===== src/rtl/dac_cmd_pkg.sv =====
package dac_cmd_pkg;
  localparam int CTRL_W = 8;
  localparam int NUM_CH = 2;

  // first field is the first bit shifted in (frame bit 15)
  typedef struct packed {
    logic ub1;
    logic ub2;
    logic ub3;
    logic pwr_dn;
    logic upd_en;
    logic upd_defer;
    logic sel_b;
    logic sel_a;
  } ctrl_t;
endpackage


===== src/rtl/dac_sync.sv =====
module dac_sync #(
  parameter int              WIDTH   = 1,
  parameter int              STAGES  = 2,
  parameter logic [WIDTH-1:0] RST_VAL = '0
) (
  input  logic             clk_i,
  input  logic             rst_ni,
  input  logic [WIDTH-1:0] d_i,
  output logic [WIDTH-1:0] q_o
);
  logic [STAGES-1:0][WIDTH-1:0] pipe_q;

  always_ff @(posedge clk_i or negedge rst_ni) begin
    if (!rst_ni) begin
      pipe_q <= {STAGES{RST_VAL}};
    end else begin
      pipe_q[0] <= d_i;
      for (int s = 1; s < STAGES; s++) pipe_q[s] <= pipe_q[s-1];
    end
  end

  assign q_o = pipe_q[STAGES-1];
endmodule


===== src/rtl/dac_serial_rx.sv =====
module dac_serial_rx #(
  parameter int FRAME_W = 16,
  parameter int SYNC_STAGES = 2
) (
  input  logic               clk_i,
  input  logic               rst_ni,
  input  logic               cs_ni,
  input  logic               sclk_i,
  input  logic               din_i,
  output logic               frm_start_o,
  output logic               frm_vld_o,
  output logic [FRAME_W-1:0] frm_o
);
  localparam int CNT_W = $clog2(FRAME_W + 2);
  localparam logic [CNT_W-1:0] CNT_FULL = CNT_W'(FRAME_W);
  localparam logic [CNT_W-1:0] CNT_OVER = CNT_W'(FRAME_W + 1);

  logic [2:0] pins_s;
  logic cs_s, sclk_s, din_s;
  logic cs_q, sclk_q;
  logic cs_fall, cs_rise, sclk_rise;
  logic [CNT_W-1:0]   cnt_q;
  logic [FRAME_W-1:0] shift_q;

  dac_sync #(.WIDTH(3), .STAGES(SYNC_STAGES), .RST_VAL(3'b100)) u_pin_sync (
    .clk_i (clk_i),
    .rst_ni(rst_ni),
    .d_i   ({cs_ni, sclk_i, din_i}),
    .q_o   (pins_s)
  );

  assign {cs_s, sclk_s, din_s} = pins_s;

  always_ff @(posedge clk_i or negedge rst_ni) begin
    if (!rst_ni) begin
      cs_q   <= 1'b1;
      sclk_q <= 1'b0;
    end else begin
      cs_q   <= cs_s;
      sclk_q <= sclk_s;
    end
  end

  assign cs_fall   = cs_q & ~cs_s;
  assign cs_rise   = ~cs_q & cs_s;
  assign sclk_rise = sclk_s & ~sclk_q;

  // count saturates one past full so an overlong frame stays invalid
  always_ff @(posedge clk_i or negedge rst_ni) begin
    if (!rst_ni) begin
      cnt_q   <= CNT_OVER;
      shift_q <= '0;
    end else if (cs_fall) begin
      cnt_q <= '0;
    end else if (!cs_s && sclk_rise) begin
      shift_q <= {shift_q[FRAME_W-2:0], din_s};
      if (cnt_q != CNT_OVER) cnt_q <= cnt_q + 1'b1;
    end
  end

  assign frm_start_o = cs_fall;
  assign frm_vld_o   = cs_rise && (cnt_q == CNT_FULL);
  assign frm_o       = shift_q;
endmodule


===== src/rtl/dac_reg_bank.sv =====
module dac_reg_bank
  import dac_cmd_pkg::*;
#(
  parameter int DATA_W = 8,
  parameter int SYNC_STAGES = 2
) (
  input  logic                           clk_i,
  input  logic                           rst_ni,
  input  logic                           frm_start_i,
  input  logic                           frm_vld_i,
  input  ctrl_t                          ctrl_i,
  input  logic [DATA_W-1:0]              data_i,
  input  logic                           load_ni,
  output logic [NUM_CH-1:0][DATA_W-1:0]  in_o,
  output logic [NUM_CH-1:0][DATA_W-1:0]  dac_o,
  output logic [NUM_CH-1:0]              pd_o,
  output logic                           pend_o,
  output logic                           ld_fall_o
);
  logic load_s, load_q, ld_fall;
  logic pend_q;
  logic upd_now;
  logic [NUM_CH-1:0] sel_vec;
  logic unused_ub;

  assign unused_ub = ^{ctrl_i.ub1, ctrl_i.ub2, ctrl_i.ub3};
  assign sel_vec   = {ctrl_i.sel_b, ctrl_i.sel_a};

  dac_sync #(.WIDTH(1), .STAGES(SYNC_STAGES), .RST_VAL(1'b1)) u_load_sync (
    .clk_i (clk_i),
    .rst_ni(rst_ni),
    .d_i   (load_ni),
    .q_o   (load_s)
  );

  always_ff @(posedge clk_i or negedge rst_ni) begin
    if (!rst_ni) load_q <= 1'b1;
    else         load_q <= load_s;
  end

  assign ld_fall = load_q & ~load_s;

  // a frame ending wins over a strobe edge in the same cycle
  assign upd_now = frm_vld_i ? (ctrl_i.upd_en & ~ctrl_i.upd_defer)
                             : (ld_fall & pend_q);

  always_ff @(posedge clk_i or negedge rst_ni) begin
    if (!rst_ni)          pend_q <= 1'b0;
    else if (frm_start_i) pend_q <= 1'b0;
    else if (frm_vld_i)   pend_q <= ctrl_i.upd_en & ctrl_i.upd_defer;
    else if (ld_fall)     pend_q <= 1'b0;
  end

  for (genvar i = 0; i < NUM_CH; i++) begin : g_ch
    logic [DATA_W-1:0] in_q, out_q, in_nxt;
    logic              pd_q;
    logic              wr;

    assign wr     = frm_vld_i & sel_vec[i];
    assign in_nxt = wr ? data_i : in_q;

    always_ff @(posedge clk_i or negedge rst_ni) begin
      if (!rst_ni) begin
        in_q  <= '0;
        out_q <= '0;
        pd_q  <= 1'b0;
      end else begin
        if (wr) begin
          in_q <= data_i;
          pd_q <= ctrl_i.pwr_dn;
        end
        if (upd_now) out_q <= in_nxt;
      end
    end

    assign in_o[i]  = in_q;
    assign dac_o[i] = out_q;
    assign pd_o[i]  = pd_q;
  end

  assign pend_o    = pend_q;
  assign ld_fall_o = ld_fall;
endmodule


===== src/rtl/dac_cmd_ctrl.sv =====
module dac_cmd_ctrl
  import dac_cmd_pkg::*;
#(
  parameter int DATA_W = 8,
  parameter int SYNC_STAGES = 2
) (
  input  logic              clk_i,
  input  logic              rst_ni,
  input  logic              cs_ni,
  input  logic              sclk_i,
  input  logic              din_i,
  input  logic              load_ni,
  output logic [DATA_W-1:0] dac_a_o,
  output logic [DATA_W-1:0] dac_b_o,
  output logic              pd_a_o,
  output logic              pd_b_o
);
  localparam int FRAME_W = CTRL_W + DATA_W;

  logic                          frm_start, frm_vld;
  logic [FRAME_W-1:0]            frm;
  ctrl_t                         ctrl;
  logic [DATA_W-1:0]             data;
  logic [NUM_CH-1:0][DATA_W-1:0] in_regs, dac_regs;
  logic [NUM_CH-1:0]             pd_flags;
  logic                          pend, ld_fall;

  dac_serial_rx #(.FRAME_W(FRAME_W), .SYNC_STAGES(SYNC_STAGES)) u_rx (
    .clk_i      (clk_i),
    .rst_ni     (rst_ni),
    .cs_ni      (cs_ni),
    .sclk_i     (sclk_i),
    .din_i      (din_i),
    .frm_start_o(frm_start),
    .frm_vld_o  (frm_vld),
    .frm_o      (frm)
  );

  assign ctrl = ctrl_t'(frm[FRAME_W-1:DATA_W]);
  assign data = frm[DATA_W-1:0];

  dac_reg_bank #(.DATA_W(DATA_W), .SYNC_STAGES(SYNC_STAGES)) u_bank (
    .clk_i      (clk_i),
    .rst_ni     (rst_ni),
    .frm_start_i(frm_start),
    .frm_vld_i  (frm_vld),
    .ctrl_i     (ctrl),
    .data_i     (data),
    .load_ni    (load_ni),
    .in_o       (in_regs),
    .dac_o      (dac_regs),
    .pd_o       (pd_flags),
    .pend_o     (pend),
    .ld_fall_o  (ld_fall)
  );

  assign dac_a_o = dac_regs[0];
  assign dac_b_o = dac_regs[1];
  assign pd_a_o  = pd_flags[0];
  assign pd_b_o  = pd_flags[1];
endmodule


===== config.mk =====
export PLATFORM = sky130hd
export DESIGN_NAME = dac_cmd_ctrl
export DESIGN_NICKNAME = d
export VERILOG_FILES = /design/src/rtl/dac_cmd_pkg.sv /design/src/rtl/dac_sync.sv /design/src/rtl/dac_serial_rx.sv /design/src/rtl/dac_reg_bank.sv /design/src/rtl/dac_cmd_ctrl.sv
export SDC_FILE = /design/constraint.sdc
export NUM_CORES = 1
export LEC_CHECK = 0
export BUFFER_PORTS_ARGS = -buffer_cell sky130_fd_sc_hd__buf_2
export CORE_ASPECT_RATIO = 1.1
export CORE_MARGIN = 4
export CORE_UTILIZATION = 52
export CTS_BUF_LIST = sky130_fd_sc_hd__clkbuf_8 sky130_fd_sc_hd__clkbuf_16
export DETAILED_ROUTE_END_ITERATION = 12
export GPL_ROUTABILITY_DRIVEN = 0
export PLACE_DENSITY = 0.74
export SETUP_SLACK_MARGIN = 0.15
export SYNTH_ARGS = -nofsm -noshare
export SYNTH_HDL_FRONTEND = slang
export SYNTH_SLANG_ARGS = --single-unit

===== constraint.sdc =====
create_clock -name clk_i -period 2.15 [get_ports clk_i]
set_clock_uncertainty 0.1 [all_clocks]
set_input_delay 0.1075 -clock clk_i [delete_from_list [all_inputs] [get_ports clk_i]]
set_output_delay 0.1075 -clock clk_i [all_outputs]
set_load 0.01 [all_outputs]

# After elaboration in Yosys (flattened, before gate mapping)

Index checks and enable logic that the tools add are counted.

Flip-flop bits (word level): 64
Bits of input ports: 6
Output and inout port bits: 18
Word-level logic and storage cells: 51

$add $sub $neg: 1
Equal/unequal tests: 2
Muxes and demuxes: 9
Bitwise operators: 15
Reduce and logical (&&, ||, !) cells: 8

Operator list:

| cell                                                           | number |
|---|---|
| 8-bit two-way mux                                              | 2 |
| 5-bit two-way mux                                              | 3 |
| 1-bit bitwise AND                                              | 9 |
| 1-bit NOT                                                      | 6 |
| 5-bit by 1-bit adder with 5-bit output (second input constant) | 1 |
| 5-bit equality test (second input constant)                    | 1 |
| 5-bit inequality test (second input constant)                  | 1 |
| 1-bit two-way mux                                              | 4 |
| 2-bit AND reduction                                            | 2 |
| 2-bit nonzero test                                             | 2 |
| 3-bit nonzero test                                             | 1 |
| 1-bit logical AND                                              | 2 |
| 1-bit zero test                                                | 1 |

# Logic depth before layout (Yosys ltp)

Gate-level depths: netlist of the first run.

Word-level depth: 5
Depth in mapped cells: 7
Mapped depth without buffers: 6

# By module

A second synthesis of the first run with hierarchy kept.

Cells, all modules: 165
Area, all modules: 2616.3 um^2

Modules (own cells, without submodules):

| module                        | instances | cells each | area an instance (um^2) | seq. area each (um^2) |
|---|---|---|---|---|
| dac_reg_bank                  | 1         | 83         | 1398.8                  | 902.1 |
| dac_serial_rx                 | 1         | 71         | 989.7                   | 579.3 |
| dac_sync (u_rx.u_pin_sync)    | 1         | 9          | 175.2                   | 152.6 |
| dac_sync (u_bank.u_load_sync) | 1         | 2          | 52.6                    | 52.6 |

# Least setup slack after synthesis of the first run

OpenSTA, ideal clock, no wires.

Path kind: flip-flop to flip-flop
Start: reg u_rx.cnt_q[4]
End: reg u_bank.g_ch[0].out_q[0]
Library setup time: 0.125 ns
Data arrival time: 2.109 ns
Required time: 1.925 ns
Setup slack: -0.183 ns
Cell stages (with the launch flop): 6
Path buffers: 1
Period minus slack after synthesis: 2.333 ns
Path through: dfstp_2 > or3b_4 > nor3_4 > mux2i_2 > buf_6 > mux2_2

Word-level cells in the longest chain between the ends: 4
Elaborated cells on any way between the ends: 5
Those cells by class: eq/ne (1); mux (2); bitwise (1); reduce/logical (1)

Ends and longest elaborated chain:

| what                   | RTL line            | RTL |
|---|---|---|
| from (decl)            | dac_serial_rx.sv:22 | `logic [CNT_W-1:0] cnt_q;` |
| from (signal assigned) | dac_serial_rx.sv:57 | `if (cnt_q != CNT_OVER) cnt_q <= cnt_q + 1'b1;` |
| 5-bit equality test *  | dac_serial_rx.sv:62 | `assign frm_vld_o = cs_rise && (cnt_q == CNT_FULL);` |
| 1-bit logical AND *    | dac_serial_rx.sv:62 |  |
| 1-bit bitwise AND      | dac_reg_bank.sv:59  | `assign wr = frm_vld_i & sel_vec[i];` |
| 8-bit two-way mux      | dac_reg_bank.sv:60  | `assign in_nxt = wr ? data_i : in_q;` |
| to (signal assigned)   | dac_reg_bank.sv:72  | `if (upd_now) out_q <= in_nxt;` |
| to (decl)              | dac_reg_bank.sv:55  | `logic [DATA_W-1:0] in_q, out_q, in_nxt;` |

Mark *: on every way between the ends. The rest lies on a longest branch, timed or not.
A chain may end at the register's enable or synchronous reset.

# Final worst setup path of the first run

Start: reg u_rx.cnt_q[4]
End: reg u_bank.g_ch[1].out_q[2]

Word-level cells in the longest chain between the ends: 4
Elaborated cells on any way between the ends: 5
Those cells by class: eq/ne (1); mux (2); bitwise (1); reduce/logical (1)

Ends and longest elaborated chain:

| what                         | RTL line |
|---|---|
| 5-bit equality test          | dac_serial_rx.sv:62 |
| 1-bit logical AND            | dac_serial_rx.sv:62 |
| 1-bit bitwise AND            | dac_reg_bank.sv:59 |
| 8-bit two-way mux            | dac_reg_bank.sv:60 |
| net u_bank.g_ch[1].in_nxt[2] | dac_reg_bank.sv:55 |
| to (signal assigned)         | dac_reg_bank.sv:72 |
| to (decl)                    | dac_reg_bank.sv:55 |

The timed path passes the listed nets, and every way through them passes these cells.

==> results.toml, run 1 <==
[power]
ir_worst_vdd_mv = 0.459
p_leak_nw = 1.62
power_density_nw_per_um2 = 782

[clocking]
cts_tree = "built"
clockBufferDepth = 2
ctsHtreeMaxLevel = 3
clock_sinks = 64
path_clk_slew_ns = 0.07
cts-buffers-inserted = 9
cts_root_buf = "clkbuf_8"
clock_latency_ns = 0.33

[outcome]
violations = "negative setup slack"
status = "finished, violations left"

[finish]
synthToLayoutAreaGrowth_pct = 28.3
finalInstanceArea_um2 = 3150
layout.cells.non_filler = 266
drive_gt1_share_pct = 55.2
fin_nets = 216
antenna_cells = 0

[critical_path]
worstSetupEndpointType = "register"
cp_data_required_time_ns = 2.27
regToRegStartpoint = "u_rx.cnt_q[4]"
crit_path_end = "u_bank.g_ch[1].out_q[2]"
crit_type = "reg2reg"
r2r_slack_ns = -0.10
reg2regPathDepth = 5
start_kind = "register"
timing.rr.end = "u_bank.g_ch[1].out_q[2]"
path_max_fanout = 3
cp-startpoint = "u_rx.cnt_q[4]"
crit_arrival_ns = 2.37

[synth]
ys_seq_area_share_pct = 65.7
synth_top_area_share_pct = 57.2
synthTopCellsByArea = "dfrtp_1, mux2_2, dfstp_2"
synth_most_common_cell = "dfrtp_1"
synth_area_per_cell_um2 = 16.0
syn_inst = 153
netlist_area_um2 = 2450
synth_cell_type_count = 27
ys_async_sr_fraction_pct = 100
ys_warn_count = 0
ys.flop_type = "dfrtp_1"
synth_common_cells = "dfrtp_1, mux2_2, dfstp_2, mux2_1, nor2_1"
synth_nets = 162
synth_edf_count = 0
ys_ff_latch = 64
synth_largest_area_cell = "dfrtp_1"

[floorplan]
start_util_pct = 55.2
die-area_um2 = 5880
ios = 24
core_area_um2 = 4440
rows = 25
die_y_um = 80.0
die_w_um = 73.5

[timing]
max_slew_margin_pct = 57.5
hold_viol_final = 0
drv_slew = 0
period_needed_ns = 2.25
final.period_utilization_pct = 105
rsz0062_at_grt = "yes"
max_freq_mhz = 444
fin_ws_ns = -0.104
finalSetupViolCount = 16
tightest_slew_ns = 0.638

[global_route]
first_global_vias = 1576
grt_max_degree = 31
antenna_found_initial = 0
overflow = 0
grtUsageTotal_pct = 18.5
grt_pass1_wl_mm = 7.91

[placed_design]
port_buffers = 23
dp_cells = 242
dp_hpwl_mm = 3.03
place_area_um2 = 2760

[drt]
drc = 0
drtIter0Drc = 64
wl_mm = 4.45
dr.pass1.iters = 4
vias = 1399
ant_nets = 0
routedWlPerCell_um = 16.7
viasPerCell = 5.26

[job]
drv_cap = 0

[hold_path]
hold_path.class = "in2async"
final cells by class:
cell class	instances	area, um^2
Clock buffer	10	138
Clock inverter	6	66.3
Fill cell	314	1300
Inverter	4	15.0
Multi-Input combinational cell	82	925
Sequential cell	64	1610
Tap cell	54	67.6
Timing Repair Buffer	46	323
worst max-delay path, stage by stage, from the launching register on:
cell	delay (ns)
dfstp_2	0.53
or3b_4	0.42
nor4b_4	0.31
buf_4	0.19
mux2_4	0.31
mux2_4	0.27
flip-flops by register name, summed over array words and instances (netlist names):
signal                     flops
u_bank.g_ch.in_q              16
u_bank.g_ch.out_q             16
u_rx.frm_o                    13
u_rx.cnt_q                     5
u_rx.u_pin_sync.pipe_q         3
u_rx.u_pin_sync.q_o            3
u_bank.g_ch.pd_q               2
u_bank.load_q                  1
u_bank.pend_o                  1
u_bank.u_load_sync.pipe_q      1
u_bank.u_load_sync.q_o         1
u_rx.cs_q                      1
u_rx.sclk_q                    1
metrics by stage:
stage	TNS [ns]	hold WS, ns	worst slack (ns)	total power, mW	utilization [%]
floorplan	-2.67	-0.288	-0.174	1.38	-
CTS	-1.67	0.243	-0.138	2.49	70.7
detailed placement	-1.64	0.0685	-0.132	1.45	62.2
global placement	-1.22	0.0632	-0.0982	1.44	62.2
finish	-1.30	0.225	-0.104	2.46	70.8
global route	-2.12	0.258	-0.165	2.58	70.8
logic make-up after synthesis:
group           share of synthesized area, %
compound gates                          1.02
xor+xnor                                1.43
fa+ha+maj                               1.53
buf+inv                                 1.43
flops                                   65.7
mux                                     21.7
simple gates                            7.15
per-layer routing:
layer  vias up  track usage [%]  share of wire, %
met5         -                0                 0
met4         0             8.15               1.3
met3         8             5.42               3.6
met2        21             29.3                52
met1       727             23.3                43
li1        643                -                 -
worst min-delay path by stage:
stage	endpoint	slack, ns
4_1_cts	u_rx.cnt_q[2]	0.24
3_5_place_dp	u_rx.cnt_q[2]	0.07
3_3_place_gp	u_rx.cnt_q[2]	0.06
6_report	u_rx.cnt_q[2]	0.23
5_1_grt	u_rx.u_pin_sync.q_o[1]	0.26
2_1_floorplan	u_bank.g_ch[0].in_q[0]	-0.29
cell usage in the layout, fill, tap and decap left out, drive strengths merged, types with 5 or more instances in the layout:
cell type	synthesis	layout
clkbuf	1	10
dfrtp	56	56
buf	2	41
mux2	46	46
nor2	5	5
inv	4	5
dlygate4sd3	0	5
dfstp	8	8
power breakdown:
group          internal (mW)  switching, mW  leakage (nW)
combinational         0.0611         0.0630         0.676
sequential              1.26         0.0515         0.848
clock                  0.568          0.455        0.0949
total                   1.89          0.569          1.62
timing repair:
item | CTS | global route
hold buffers | 5 | 0
pin swaps | 1 | 3
gates resized for setup | 27 | 2
setup buffers | 3 | 0
hold endpoints to repair | 24 | 0
endpoints found under the setup margin | 22 | 30
Note: power is estimated with default switching activity, not from simulation.
==> run 2: changes to the inputs <==
--- a/config.mk
+++ b/config.mk
@@ -8,11 +8,11 @@
 export BUFFER_PORTS_ARGS = -buffer_cell sky130_fd_sc_hd__buf_2
 export CORE_ASPECT_RATIO = 1.1
 export CORE_MARGIN = 4
-export CORE_UTILIZATION = 52
+export CORE_UTILIZATION = 60
 export CTS_BUF_LIST = sky130_fd_sc_hd__clkbuf_8 sky130_fd_sc_hd__clkbuf_16
 export DETAILED_ROUTE_END_ITERATION = 12
 export GPL_ROUTABILITY_DRIVEN = 0
-export PLACE_DENSITY = 0.74
+export PLACE_DENSITY = 0.81
 export SETUP_SLACK_MARGIN = 0.15
 export SYNTH_ARGS = -nofsm -noshare
 export SYNTH_HDL_FRONTEND = slang
==> constraint.sdc (replaced) <==
create_clock -name clk_i -period 2.8 [get_ports clk_i]
set_clock_uncertainty 0.1 [all_clocks]
set_input_delay 0.14 -clock clk_i [delete_from_list [all_inputs] [get_ports clk_i]]
set_output_delay 0.14 -clock clk_i [all_outputs]
set_load 0.01 [all_outputs]
==> results.toml, run 2 (same netlist as run 1, synthesis figures left out) <==
[drt]
viasPerCell = 5.29
ant_nets = 0
drtIter0Drc = 50
drc = 0
routedWlPerCell_um = 15.5
wl_mm = 3.92
dr.pass1.iters = 4
vias = 1332

[timing]
hold_viol_final = 0
drv_slew = 0
tns_ns = 0
tightest_slew_ns = 0.603
max_freq_mhz = 429
rsz0062_at_grt = "no"
finalSetupViolCount = 0
fin_ws_ns = 0.470
max_slew_margin_pct = 59.7
period_needed_ns = 2.33
final.period_utilization_pct = 83.2

[power]
power_frac_seq_pct = 55.2
ir_worst_vdd_mv = 0.511
power_density_nw_per_um2 = 631
switching_share_pct = 22.7
p_leak_nw = 1.49
clock_power_share_pct = 40.3
power_frac_comb_pct = 4.5
p_sw_uw = 415
power.internal_mw = 1.41

[critical_path]
cp-startpoint = "u_rx.cnt_q[4]"
crit_arrival_ns = 2.45
r2r_slack_ns = 0.47
regToRegStartpoint = "u_rx.cnt_q[4]"
path_max_fanout = 9
start_kind = "register"
timing.rr.end = "u_bank.g_ch[1].out_q[3]"
reg2regPathDepth = 5
cp_data_required_time_ns = 2.92
crit_type = "reg2reg"
crit_path_end = "u_bank.g_ch[1].out_q[3]"
worstSetupEndpointType = "register"

[outcome]
status = "finished clean"

[hold_path]
hold_path.class = "in2async"

[finish]
layout.cells.non_filler = 252
multiInputGateArea_um2 = 805
fin_nets = 204
seq_area_um2 = 1610
final_cell_mix = "dfrtp_1, mux2_2, buf_2"
antenna_cells = 0
fill_cells = 271
synthToLayoutAreaGrowth_pct = 18.1
drive_gt1_share_pct = 47.5
final_common_cell = "dfrtp_1"

[floorplan]
die-area_um2 = 5170
die_w_um = 68.9
core_area_um2 = 3960
ios = 24
rows = 24
start_util_pct = 61.8
die_y_um = 75.0

[placed_design]
place_ws_ns = 0.474
dp_hpwl_mm = 2.66
dp_cells = 231
port_buffers = 23

[global_route]
grt_pass1_wl_mm = 6.59
antenna_found_initial = 0
grtUsageTotal_pct = 18.3
first_global_vias = 1395
grt_max_degree = 41
overflow = 0

[clocking]
path_clk_slew_ns = 0.07
cts_tree = "built"
clock_sinks = 64
cts-buffers-inserted = 9
clockBufferDepth = 2
cts_root_buf = "clkbuf_8"
post_cts_resized = 0
ctsHtreeMaxLevel = 3
clock_latency_ns = 0.34

[job]
drv_cap = 0
==> run 2: cell count changes in the layout (fill, tap and decap cells not counted), sizes merged <==
cell | before | now
buf | 41 | 29
clkbuf | 10 | 9
clkinv | 1 | 3
clkinvlp | 3 | 2
==> run 2: layout make-up <==
| cell class | count | area share, % |
|---|---|---|
| sequential | 64 | 55.7 |
| multi-input combinational | 82 | 27.8 |
| timing repair buffer | 34 | 7.26 |
| clock buffer | 9 | 4.28 |
| tap | 52 | 2.25 |
| clock inverter | 7 | 2.20 |
| inverter | 4 | 0.519 |
==> run 2: worst min path at each step <==
stage	start	end	slack (ns)	cells past startpoint
floorplan	rst_ni	u_bank.g_ch[0].in_q[0]	-0.26	0
global placement	rst_ni	u_bank.g_ch[0].pd_q	0.03	1
detailed placement	rst_ni	u_bank.g_ch[0].pd_q	0.04	1
CTS	rst_ni	u_rx.frm_o[7]	0.22	2
global route	rst_ni	u_rx.frm_o[7]	0.25	2
finish	rst_ni	u_rx.frm_o[7]	0.21	2
==> run 2: power by group through the flow <==
stage	combinational (mW)	clock (mW)	sequential, mW
finish	0.0826	0.736	1.01
global route	0.0947	0.800	1.01
CTS	0.0850	0.754	1.01
detailed placement	0.0783	0	1.02
global placement	0.0745	0	1.02
floorplan	0.0494	0	1.01
==> run 2: layer usage <==
metal / track usage, % / up-vias / wire length, um
li1: - / 612 / -
met1: 22.9 / 681 / 1590
met2: 28.0 / 34 / 2080
met3: 7.76 / 5 / 211
met4: 7.79 / 0 / 38
met5: 0 / - / 0
==> run 2: stage by stage <==
step	instance area, um^2	hold WS (ns)	total power, mW	utilization (%)
floorplan	2450	-0.256	1.06	-
global placement	2660	0.0309	1.10	67.0
detailed placement	2660	0.0442	1.10	67.0
CTS	2890	0.223	1.85	73.0
global route	2890	0.254	1.91	73.0
finish	2890	0.210	1.83	73.0
==> run 2: what timing repair did <==
item                                   CTS  global route
hold buffers                             5             0
endpoints found under the hold margin   28             0
buffers inserted                         0             0
==> run 2: critical path: stages, from the launching register on <==
cell	delay (ns)
dfstp_2	0.54
or3b_4	0.43
nor4b_4	0.26
buf_4	0.22
mux2_2	0.37
mux2_1	0.29
